### src/rtl/ibi_pkg.sv
package ibi_pkg;
  typedef enum logic [1:0] {
    ST_OK     = 2'b00,
    ST_NACK   = 2'b01,
    ST_TERM   = 2'b10,
    ST_NOTATT = 2'b11
  } ibiStatus_e;

  typedef struct packed {
    logic       load;
    logic       advance;
    logic       countPay;
    logic       post;
    ibiStatus_e code;
  } ctrlStrobe_t;
endpackage

### src/rtl/ibi_datapath.sv
module ibi_datapath
  import ibi_pkg::*;
#(
  parameter int ADDR_W    = 7,
  parameter int PAY_BYTES = 4,
  localparam int BYTE_W   = ADDR_W + 1,
  localparam int IDX_W    = $clog2(PAY_BYTES + 2),
  localparam int CNT_W    = $clog2(PAY_BYTES + 1)
) (
  input  logic                        clk,
  input  logic                        rstN,
  input  ctrlStrobe_t                 strobe,
  input  logic [BYTE_W-1:0]           mandByte,
  input  logic [BYTE_W*PAY_BYTES-1:0] payloadData,
  input  logic [CNT_W-1:0]            payloadLen,
  input  logic [1:0]                  srcSel,
  input  logic [ADDR_W-1:0]           dynAddr,
  input  logic                        dynAddrValid,
  input  logic                        ibiEnable,
  input  logic                        roleIsController,
  output logic [BYTE_W-1:0]           txByte,
  output logic                        isAddrByte,
  output logic                        isPayByte,
  output logic                        isLastByte,
  output logic                        eligible,
  output logic                        reqBit,
  output logic [1:0]                  statusCode,
  output logic [CNT_W-1:0]            respLen,
  output logic                        statusIrq
);
  logic [ADDR_W-1:0]           addrQ;
  logic [BYTE_W-1:0]           mdbQ;
  logic [BYTE_W*PAY_BYTES-1:0] payQ;
  logic [CNT_W-1:0]            nPayQ, cntQ, lenClamp, nPayNext;
  logic [IDX_W-1:0]            idxQ;
  logic [BYTE_W-1:0]           payByte;
  logic                        eligQ;

  always_comb begin
    lenClamp = (payloadLen > CNT_W'(PAY_BYTES)) ? CNT_W'(PAY_BYTES) : payloadLen;
    nPayNext = (srcSel == 2'b00) ? lenClamp : '0;
  end

  always_ff @(posedge clk or negedge rstN) begin
    if (!rstN) begin
      addrQ <= '0; mdbQ <= '0; payQ <= '0; nPayQ <= '0; eligQ <= 1'b0;
      idxQ <= '0; cntQ <= '0;
    end else if (strobe.load) begin
      addrQ <= dynAddr;
      mdbQ  <= mandByte;
      payQ  <= payloadData;
      nPayQ <= nPayNext;
      eligQ <= dynAddrValid && ibiEnable && !roleIsController;
      idxQ  <= '0;
      cntQ  <= '0;
    end else begin
      if (strobe.advance)  idxQ <= idxQ + IDX_W'(1);
      if (strobe.countPay) cntQ <= cntQ + CNT_W'(1);
    end
  end

  always_ff @(posedge clk or negedge rstN) begin
    if (!rstN) begin
      reqBit <= 1'b0; statusCode <= 2'b00; respLen <= '0; statusIrq <= 1'b0;
    end else begin
      statusIrq <= strobe.post;
      if (strobe.load) reqBit <= 1'b1;
      if (strobe.post) begin
        reqBit     <= 1'b0;
        statusCode <= strobe.code;
        respLen    <= cntQ;
      end
    end
  end

  always_comb begin
    payByte = '0;
    for (int k = 0; k < PAY_BYTES; k++)
      if (idxQ == IDX_W'(k + 2)) payByte = payQ[k*BYTE_W +: BYTE_W];
    if (idxQ == '0)               txByte = {addrQ, 1'b1};
    else if (idxQ == IDX_W'(1))   txByte = mdbQ;
    else                          txByte = payByte;
  end

  assign isAddrByte = (idxQ == '0);
  assign isPayByte  = (idxQ > IDX_W'(1));
  assign isLastByte = (idxQ == IDX_W'(nPayQ) + IDX_W'(1));
  assign eligible   = eligQ;

  p_irq_pulse_r11: assert property (@(posedge clk) disable iff (!rstN)
    statusIrq |=> !statusIrq);
  p_req_cleared_r1: assert property (@(posedge clk) disable iff (!rstN)
    statusIrq |-> !reqBit);
  p_notatt_len_r6: assert property (@(posedge clk) disable iff (!rstN)
    (statusIrq && statusCode == ST_NOTATT) |-> respLen == '0);
  p_ok_full_r4: assert property (@(posedge clk) disable iff (!rstN)
    (statusIrq && statusCode == ST_OK) |-> respLen == nPayQ);
endmodule

### src/rtl/ibi_ctrl.sv
module ibi_ctrl
  import ibi_pkg::*;
(
  input  logic        clk,
  input  logic        rstN,
  input  logic        reqSet,
  input  logic        eligible,
  input  logic        isAddrByte,
  input  logic        isPayByte,
  input  logic        isLastByte,
  input  logic        txReady,
  input  logic        rspValid,
  input  logic        rspAck,
  input  logic        flushDone,
  input  logic        resumeWr,
  output ctrlStrobe_t strobe,
  output logic        txValid,
  output logic        halted
);
  typedef enum logic [2:0] {S_IDLE, S_EVAL, S_SEND, S_RESP, S_POST, S_HALT} state_e;
  state_e     stateQ, stateNext;
  ibiStatus_e codeQ, codeNext;
  logic       flushSeenQ;

  always_comb begin
    stateNext = stateQ;
    codeNext  = codeQ;
    strobe    = '{load: 1'b0, advance: 1'b0, countPay: 1'b0, post: 1'b0, code: codeQ};
    unique case (stateQ)
      S_IDLE: if (reqSet) begin
        strobe.load = 1'b1;
        stateNext   = S_EVAL;
      end
      S_EVAL: begin
        if (eligible) stateNext = S_SEND;
        else begin
          codeNext  = ST_NOTATT;
          stateNext = S_POST;
        end
      end
      S_SEND: if (txReady) stateNext = S_RESP;
      S_RESP: if (rspValid) begin
        if (isAddrByte) begin
          if (rspAck) begin
            strobe.advance = 1'b1;
            stateNext      = S_SEND;
          end else begin
            codeNext  = ST_NACK;
            stateNext = S_POST;
          end
        end else if (rspAck) begin
          strobe.countPay = isPayByte;
          if (isLastByte) begin
            codeNext  = ST_OK;
            stateNext = S_POST;
          end else begin
            strobe.advance = 1'b1;
            stateNext      = S_SEND;
          end
        end else begin
          codeNext  = ST_TERM;
          stateNext = S_POST;
        end
      end
      S_POST: begin
        strobe.post = 1'b1;
        stateNext   = (codeQ == ST_TERM) ? S_HALT : S_IDLE;
      end
      S_HALT: if (resumeWr && flushSeenQ) stateNext = S_IDLE;
      default: stateNext = S_IDLE;
    endcase
  end

  always_ff @(posedge clk or negedge rstN) begin
    if (!rstN) begin
      stateQ     <= S_IDLE;
      codeQ      <= ST_OK;
      flushSeenQ <= 1'b0;
    end else begin
      stateQ <= stateNext;
      codeQ  <= codeNext;
      if (stateQ != S_HALT)  flushSeenQ <= 1'b0;
      else if (flushDone)    flushSeenQ <= 1'b1;
    end
  end

  assign txValid = (stateQ == S_SEND);
  assign halted  = (stateQ == S_HALT);

  p_tx_hold_r12: assert property (@(posedge clk) disable iff (!rstN)
    (txValid && !txReady) |=> txValid);
  p_halt_quiet_r9: assert property (@(posedge clk) disable iff (!rstN)
    halted |-> !txValid);
  p_halt_needs_flush_r9: assert property (@(posedge clk) disable iff (!rstN)
    (halted && !flushSeenQ) |=> halted);
endmodule

### src/rtl/ibi_sequencer.sv
module ibi_sequencer
  import ibi_pkg::*;
#(
  parameter int ADDR_W    = 7,
  parameter int PAY_BYTES = 4,
  localparam int BYTE_W   = ADDR_W + 1,
  localparam int CNT_W    = $clog2(PAY_BYTES + 1)
) (
  input  logic                        clk,
  input  logic                        rstN,
  input  logic                        reqSet,
  input  logic [BYTE_W-1:0]           mandByte,
  input  logic [BYTE_W*PAY_BYTES-1:0] payloadData,
  input  logic [CNT_W-1:0]            payloadLen,
  input  logic [1:0]                  srcSel,
  input  logic [ADDR_W-1:0]           dynAddr,
  input  logic                        dynAddrValid,
  input  logic                        ibiEnable,
  input  logic                        roleIsController,
  output logic                        txValid,
  output logic [BYTE_W-1:0]           txByte,
  input  logic                        txReady,
  input  logic                        rspValid,
  input  logic                        rspAck,
  output logic [1:0]                  statusCode,
  output logic [CNT_W-1:0]            respLen,
  output logic                        statusIrq,
  output logic                        reqBit,
  output logic                        halted,
  input  logic                        flushDone,
  input  logic                        resumeWr
);
  ctrlStrobe_t strobe;
  logic eligible, isAddrByte, isPayByte, isLastByte;

  ibi_ctrl u_ctrl (
    .clk, .rstN, .reqSet, .eligible, .isAddrByte, .isPayByte, .isLastByte,
    .txReady, .rspValid, .rspAck, .flushDone, .resumeWr,
    .strobe, .txValid, .halted
  );

  ibi_datapath #(.ADDR_W(ADDR_W), .PAY_BYTES(PAY_BYTES)) u_dp (
    .clk, .rstN, .strobe, .mandByte, .payloadData, .payloadLen, .srcSel,
    .dynAddr, .dynAddrValid, .ibiEnable, .roleIsController,
    .txByte, .isAddrByte, .isPayByte, .isLastByte, .eligible,
    .reqBit, .statusCode, .respLen, .statusIrq
  );

  p_byte_stable_r12: assert property (@(posedge clk) disable iff (!rstN)
    (txValid && !txReady) |=> $stable(txByte));
  p_req_while_busy_r10: assert property (@(posedge clk) disable iff (!rstN)
    (reqBit && !statusIrq) |=> (reqBit || statusIrq));
endmodule

### config.mk
export PLATFORM = sky130hd
export DESIGN_NAME = ibi_sequencer
export DESIGN_NICKNAME = d
export VERILOG_FILES = /design/src/rtl/ibi_pkg.sv /design/src/rtl/ibi_datapath.sv /design/src/rtl/ibi_ctrl.sv /design/src/rtl/ibi_sequencer.sv
export SDC_FILE = /design/constraint.sdc
export NUM_CORES = 1
export LEC_CHECK = 0
export ABC_CLOCK_PERIOD_IN_PS = 4400
export BUFFER_PORTS_ARGS = -buffer_cell sky130_fd_sc_hd__buf_2
export CORE_MARGIN = 2
export CORE_UTILIZATION = 55
export DETAILED_ROUTE_END_ITERATION = 8
export PLACE_DENSITY_LB_ADDON = 0.3
export REMOVE_ABC_BUFFERS = 1
export SLEW_MARGIN = 20
export SYNTH_ARGS = -nofsm -noshare
export SYNTH_HDL_FRONTEND = slang
export SYNTH_SLANG_ARGS = --single-unit
export TNS_END_PERCENT = 30
### constraint.sdc
create_clock -name clk -period 4.4 [get_ports clk]
set_input_delay 0.66 -clock clk [delete_from_list [all_inputs] [get_ports clk]]
set_output_delay 0.66 -clock clk [all_outputs]
set_load 0.01 [all_outputs]
=== After elaboration in Yosys (flattened, before gate mapping) ===
Cells that the tools add are included.

* Reduce and logical (&&, ||, !) cells: 14
* Add/sub/neg operators: 3
* Div/mod/pow operators: 0
* Multiplexer cells: 44
* Equality and inequality tests: 20
* Order comparisons: 2
* $mul: 0
* Bitwise gates (word level): 0
* Shifts and indexed selects: 0

{| class="wikitable"
|+ Operators by type and width
! cell !! count
|-
| 3-bit 2-to-1 mux || 16
|-
| 8-bit 2-to-1 mux || 6
|-
| 2-bit 2-to-1 mux || 9
|-
| 3-bit case mux with 6 select lines || 1
|-
| 3-bit by 2-bit equality test with 1-bit output, second input constant || 4
|-
| 3-bit equality test, second input constant || 4
|-
| 1-bit 2-to-1 mux || 11
|-
| 2-bit nonzero test || 5
|-
| 3-bit by 1-bit adder with 3-bit output, second input constant || 3
|-
| 3-bit != test, second input constant || 3
|-
| 3-bit by 1-bit equality test with 1-bit output, second input constant || 2
|-
| 3-bit logical NOT || 2
|-
| 2-bit != test, second input constant || 3
|-
| 5-bit AND reduction || 1
|-
| 2-bit by 1-bit != test with 1-bit output, second input constant || 2
|-
| 2-bit case mux with 2 select lines || 1
|-
| 4-bit AND reduction || 1
|-
| 3-bit equality test || 1
|-
| 3-bit by 1-bit > comparator with 1-bit output, second input constant || 1
|-
| 3-bit > comparator, second input constant || 1
|-
| 1-bit logical AND || 3
|-
| 2-bit equality test, second input constant || 1
|-
| 2-bit logical NOT || 1
|-
| 1-bit logical NOT || 1
|}

* Output and inout port bits: 17
* RAM bits: 0
* Memories: 0
* Register bits after elaboration: 70
* Latch bits: 0
* Bits in read-only memories: 0
* Input port bits: 63

=== Logic depth before layout (Yosys ltp) ===
* Depth in word-level cells: 9
* Gate-level depth with buffers: 8
* Gate-level depth less buffers: 6

=== Modules after synthesis ===
Synthesis repeated with hierarchy kept, for this count alone.

* Cell total of the unflattened synthesis: 310
* Area total of the unflattened synthesis: 3547.2 um2

{| class="wikitable"
|+ By module, submodules not included
! module !! cells an instance !! area an instance (um2) !! instances
|-
| ibi_datapath || 254 || 3064.2 || 1
|-
| ibi_ctrl || 56 || 483.0 || 1
|}

=== Worst setup path before layout ===
OpenSTA, ideal clock, no wires.

* Kind: reg-to-output
* Start: reg u_dp.idxQ[0]
* End: out txByte[1]
* Path buffers: 1
* Required time: 3740 ps
* Path slack: 1901 ps
* Arrival: 1839 ps
* Cell stages (with the launch flop): 8
* Cells stage by stage: dfrtp_1 > ha_1 > ha_1 > buf_2 > nor3b_4 > a221oi_1 > o311ai_1 > o21a_1

* Word-level cells in the longest chain between the ends: 7

{| class="wikitable"
|+ Ends and longest elaborated chain
! element !! RTL line !! RTL
|-
| start: declaration || ibi_datapath.sv:35 || <nowiki>logic [IDX_W-1:0] idxQ;</nowiki>
|-
| start signal: assignment || ibi_datapath.sv:57 || <nowiki>if (strobe.advance) idxQ <= idxQ + IDX_W'(1);</nowiki>
|-
| 3-bit by 2-bit equality test with 1-bit output || ibi_datapath.sv:79 || <nowiki>if (idxQ == IDX_W'(k + 2)) payByte = payQ[k*BYTE_W +: BYTE_W];</nowiki>
|-
| 8-bit 2-to-1 mux (4 in a row) || ibi_datapath.sv:79 ||
|-
| 8-bit 2-to-1 mux || ibi_datapath.sv:81 || <nowiki>else if (idxQ == IDX_W'(1)) txByte = mdbQ;</nowiki>
|-
| 8-bit 2-to-1 mux * || ibi_datapath.sv:80 || <nowiki>if (idxQ == '0) txByte = {addrQ, 1'b1};</nowiki>
|-
| end: declaration || ibi_sequencer.sv:21 || <nowiki>output logic [BYTE_W-1:0] txByte,</nowiki>
|}

Mark *: on every way between the ends. The rest lies on a longest branch, timed or not.

=== Worst setup path in the final report ===
* Start: reg u_dp.idxQ[2]
* End: out txByte[3]

Same word-level chain as after synthesis.

==> impl_metrics.ini <==
[run_status]
status = complete, no violations

[power]
p_seq_share_pct = 45.4
pwr-share-clk_pct = 18.6
vdd_drop_max_mv = 0.311
p_sw_mw = 0.892
swShare_pct = 38.1
p_int_mw = 1.45
powerDensity_nw_per_um2 = 588
pwr-share-comb_pct = 36.0
cellLeakagePower_nw = 2.04

[timing]
min_period_over_period_pct = 80.8
tightest_slew_ns = 1.09
slew_headroom_pct = 26.9
tns_ns = 0
final-hold-violation-count = 0
slew_violations = 0
setup_viol = 0
fin_crit_ns = 3.56
fmax_mhz = 281
grt_setup_unrepaired = no
fin_skew_ns = 0.00640
holdWs_ns = 0.363

[synthesis]
syn_avg_cell_area_um2 = 9.24
ys.warnings.count = 0
postSynthCellCount = 375
synth_top_area_share_pct = 50.6
ys_types = 49
ys_seq_area_share_pct = 50.6
synth.most_common_cell = nand2_1
synth_commonest_cells = nand2_1, dfrtp_1, nor2_1
synth.cell_area_um2 = 3460
yosysTopAreaCell = dfrtp_1
synth_seq_cells = 70
synth-async-reset-ratio_pct = 100
netlist_top_cells_area = dfrtp_1, nand2_1, mux2_2
synthFlopType = dfrtp_1
synth-edff-count = 0

[setup_path]
path_delay_family = flip-flops
critPathMaxStageDelay_ns = 0.78
worstSetupStartpointType = flip-flop
critical_path_buf_inv_count = 2
worst_ep_arrival_time_ns = 2.90
crit_start = u_dp.idxQ[2]
r2r_cells = 4
cp_slowest_cell = dfrtp_1
rr_startpoint = u_ctrl.stateQ[2]
critPathRequiredTime_ns = 3.74
r2r_setup_slack_ns = 2.17
worstPathMaxFanout = 16
worstSetupEndpointType = output pin
crit_type = reg2out
path_cells = inv_1 > ha_1 > nor3b_4 > a221oi_1 > o311ai_1 > o21a_1 > buf_2
cp_num_cells = 7
worstSetupEndpoint = txByte[3]
timing.rr.end = u_dp.nPayQ[0]

[floorplanning]
core_area_um2 = 5990
start_util_pct = 57.8
die_h_um = 83.4
io_pins = 80
die_w_um = 83.4
dieArea_um2 = 6950
num_rows = 28

[grt]
antenna_found_initial = 0
grt_max_degree = 59
grt_pass1_wl_um = 13000
gr-usage-all-layers_pct = 23.3
grt_pass1_vias = 2793
grt.overflow.total = 0

[clock_tree]
cts_sinks = 70
clkLatencyLatePin_ns = 0.34
cts_setup_buffers = 0
clk_path_buf_depth = 2
root_buffer = clkbuf_8
cts_tree = done
clk_pin_slew_ns = 0.07
holdBufCountCts = 0
htreeDepth = 3
ctsResizeCount = 0
numCtsBuffers = 9

[routing]
drtAntennaViolNets = 0
wl_met1_um = 3350
drt-initial-drc-count = 166
drt_pass1_iterations = 4
via_per_inst = 5.43
routed_wl_um = 7580
drc = 0
met3_wirelength_um = 406
top_layer = met4
dr_wl_met2_um = 3690
avgRoutedWirePerCell_um = 14.5
via_count = 2827

[finish]
drive_above_1_share_pct = 25.6
syn_to_final_growth_pct = 15.1
antenna_cells = 0
n_fill_cell = 507
fin_nets = 513
finish.utilization_pct = 66.5
layout.cells.non_filler = 521

[placement]
dpl.hpwl_um = 4990
place_inst = 507
numPortBuffers = 79
gp_congestion = 0.835

[min_path]
min_path_type = in2async

[flow_run]
maxCapViolations = 0
==> power groups by stage <==
stage | Combinational (mW) | Clock [mW] | Sequential (mW)
final | 0.844 | 0.435 | 1.06
after global routing | 0.967 | 0.472 | 1.09
after global placement | 0.816 | 0 | 1.06
after detailed placement | 0.841 | 0 | 1.07
after floorplan | 0.597 | 0 | 1.03
after CTS | 0.852 | 0.439 | 1.06
==> state kept, by name, indices dropped and copies added (netlist names), 3 cells and up <==
| name | flops |
|---|---|
| u_dp.cntQ | 3 |
| u_dp.payQ | 32 |
| u_dp.addrQ | 7 |
| u_dp.mdbQ | 8 |
| u_dp.nPayQ | 3 |
| u_dp.respLen | 3 |
| u_ctrl.stateQ | 3 |
| u_dp.idxQ | 3 |
==> worst min path at each step <==
stage / startpoint / endpoint / depth (start not counted)
floorplan: rstN / u_ctrl.codeQ[0] / 0
global placement: u_dp.payQ[28] / u_dp.payQ[28] / 2
detailed placement: u_dp.mdbQ[6] / u_dp.mdbQ[6] / 2
CTS: rstN / u_dp.statusCode[1] / 1
global route: rstN / u_dp.cntQ[1] / 1
finish: rstN / u_dp.respLen[2] / 1
==> kinds of logic (layout without fill, tap and decap cells) <==
kind of cell / Yosys count / count (layout) / synth area share (%)
AO/OA/AOI/OAI: 46 / 46 / 10.8
XOR/XNOR: 3 / 3 / 1.19
adder cells (fa/ha/maj): 7 / 7 / 2.53
buffers and inverters: 33 / 104 / 4.91
flip-flops: 70 / 70 / 50.6
multiplexers: 17 / 17 / 5.53
AND/OR/NAND/NOR: 199 / 199 / 24.5
==> layout make-up <==
cell class	instances	area, um2	area share, %
Multi-Input combinational cell	272	1550	38.8
Clock inverter	2	10.0	0.251
Tap cell	75	93.8	2.35
Clock buffer	12	145	3.64
Timing Repair Buffer	80	403	10.1
Inverter	10	37.5	0.942
Sequential cell	70	1750	43.9
==> worst register-to-register path, cell delays in order (launching register included) <==
cell and delay (ns):
dfrtp_1 0.51, nor2b_1 0.29, nand2_2 0.66, nor4_1 0.52
a22o_1 0.19
==> layout by cell type, fill, tap and decap left out, drive strengths merged, types with 2 or more instances in the layout <==
cell / Yosys / final
nor2b: 4 / 4
clkinv: 0 / 2
nor3b: 3 / 3
nand2b: 3 / 3
nand2: 157 / 157
a21oi: 3 / 3
nand3: 3 / 3
and2: 5 / 5
mux2: 14 / 14
a22o: 2 / 2
nor4: 2 / 2
dfrtp: 70 / 70
o311ai: 7 / 7
o21a: 8 / 8
or4: 2 / 2
nor2: 15 / 15
clkbuf: 5 / 12
o32a: 2 / 2
buf: 18 / 80
o21ai: 2 / 2
a221oi: 8 / 8
ha: 7 / 7
o31ai: 5 / 5
inv: 10 / 10
mux2i: 3 / 3
==> per-stage QoR <==
step	instance area (um2)	worst slack, ns	power [mW]
2_1_floorplan	3330	1.83	1.62
3_3_place_gp	3830	1.32	1.87
3_5_place_dp	3830	1.20	1.91
4_1_cts	3990	0.841	2.35
5_1_grt	3990	0.645	2.53
6_report	3990	0.844	2.34
==> per-layer routing <==
layer / global-route usage [%] / up-vias
met2: 35.4 / 87
met3: 4.08 / 16
met1: 32.9 / 1345
met5: 0 / -
li1: - / 1379
met4: 10.4 / 0
Power figures use the tool's default switching activity.
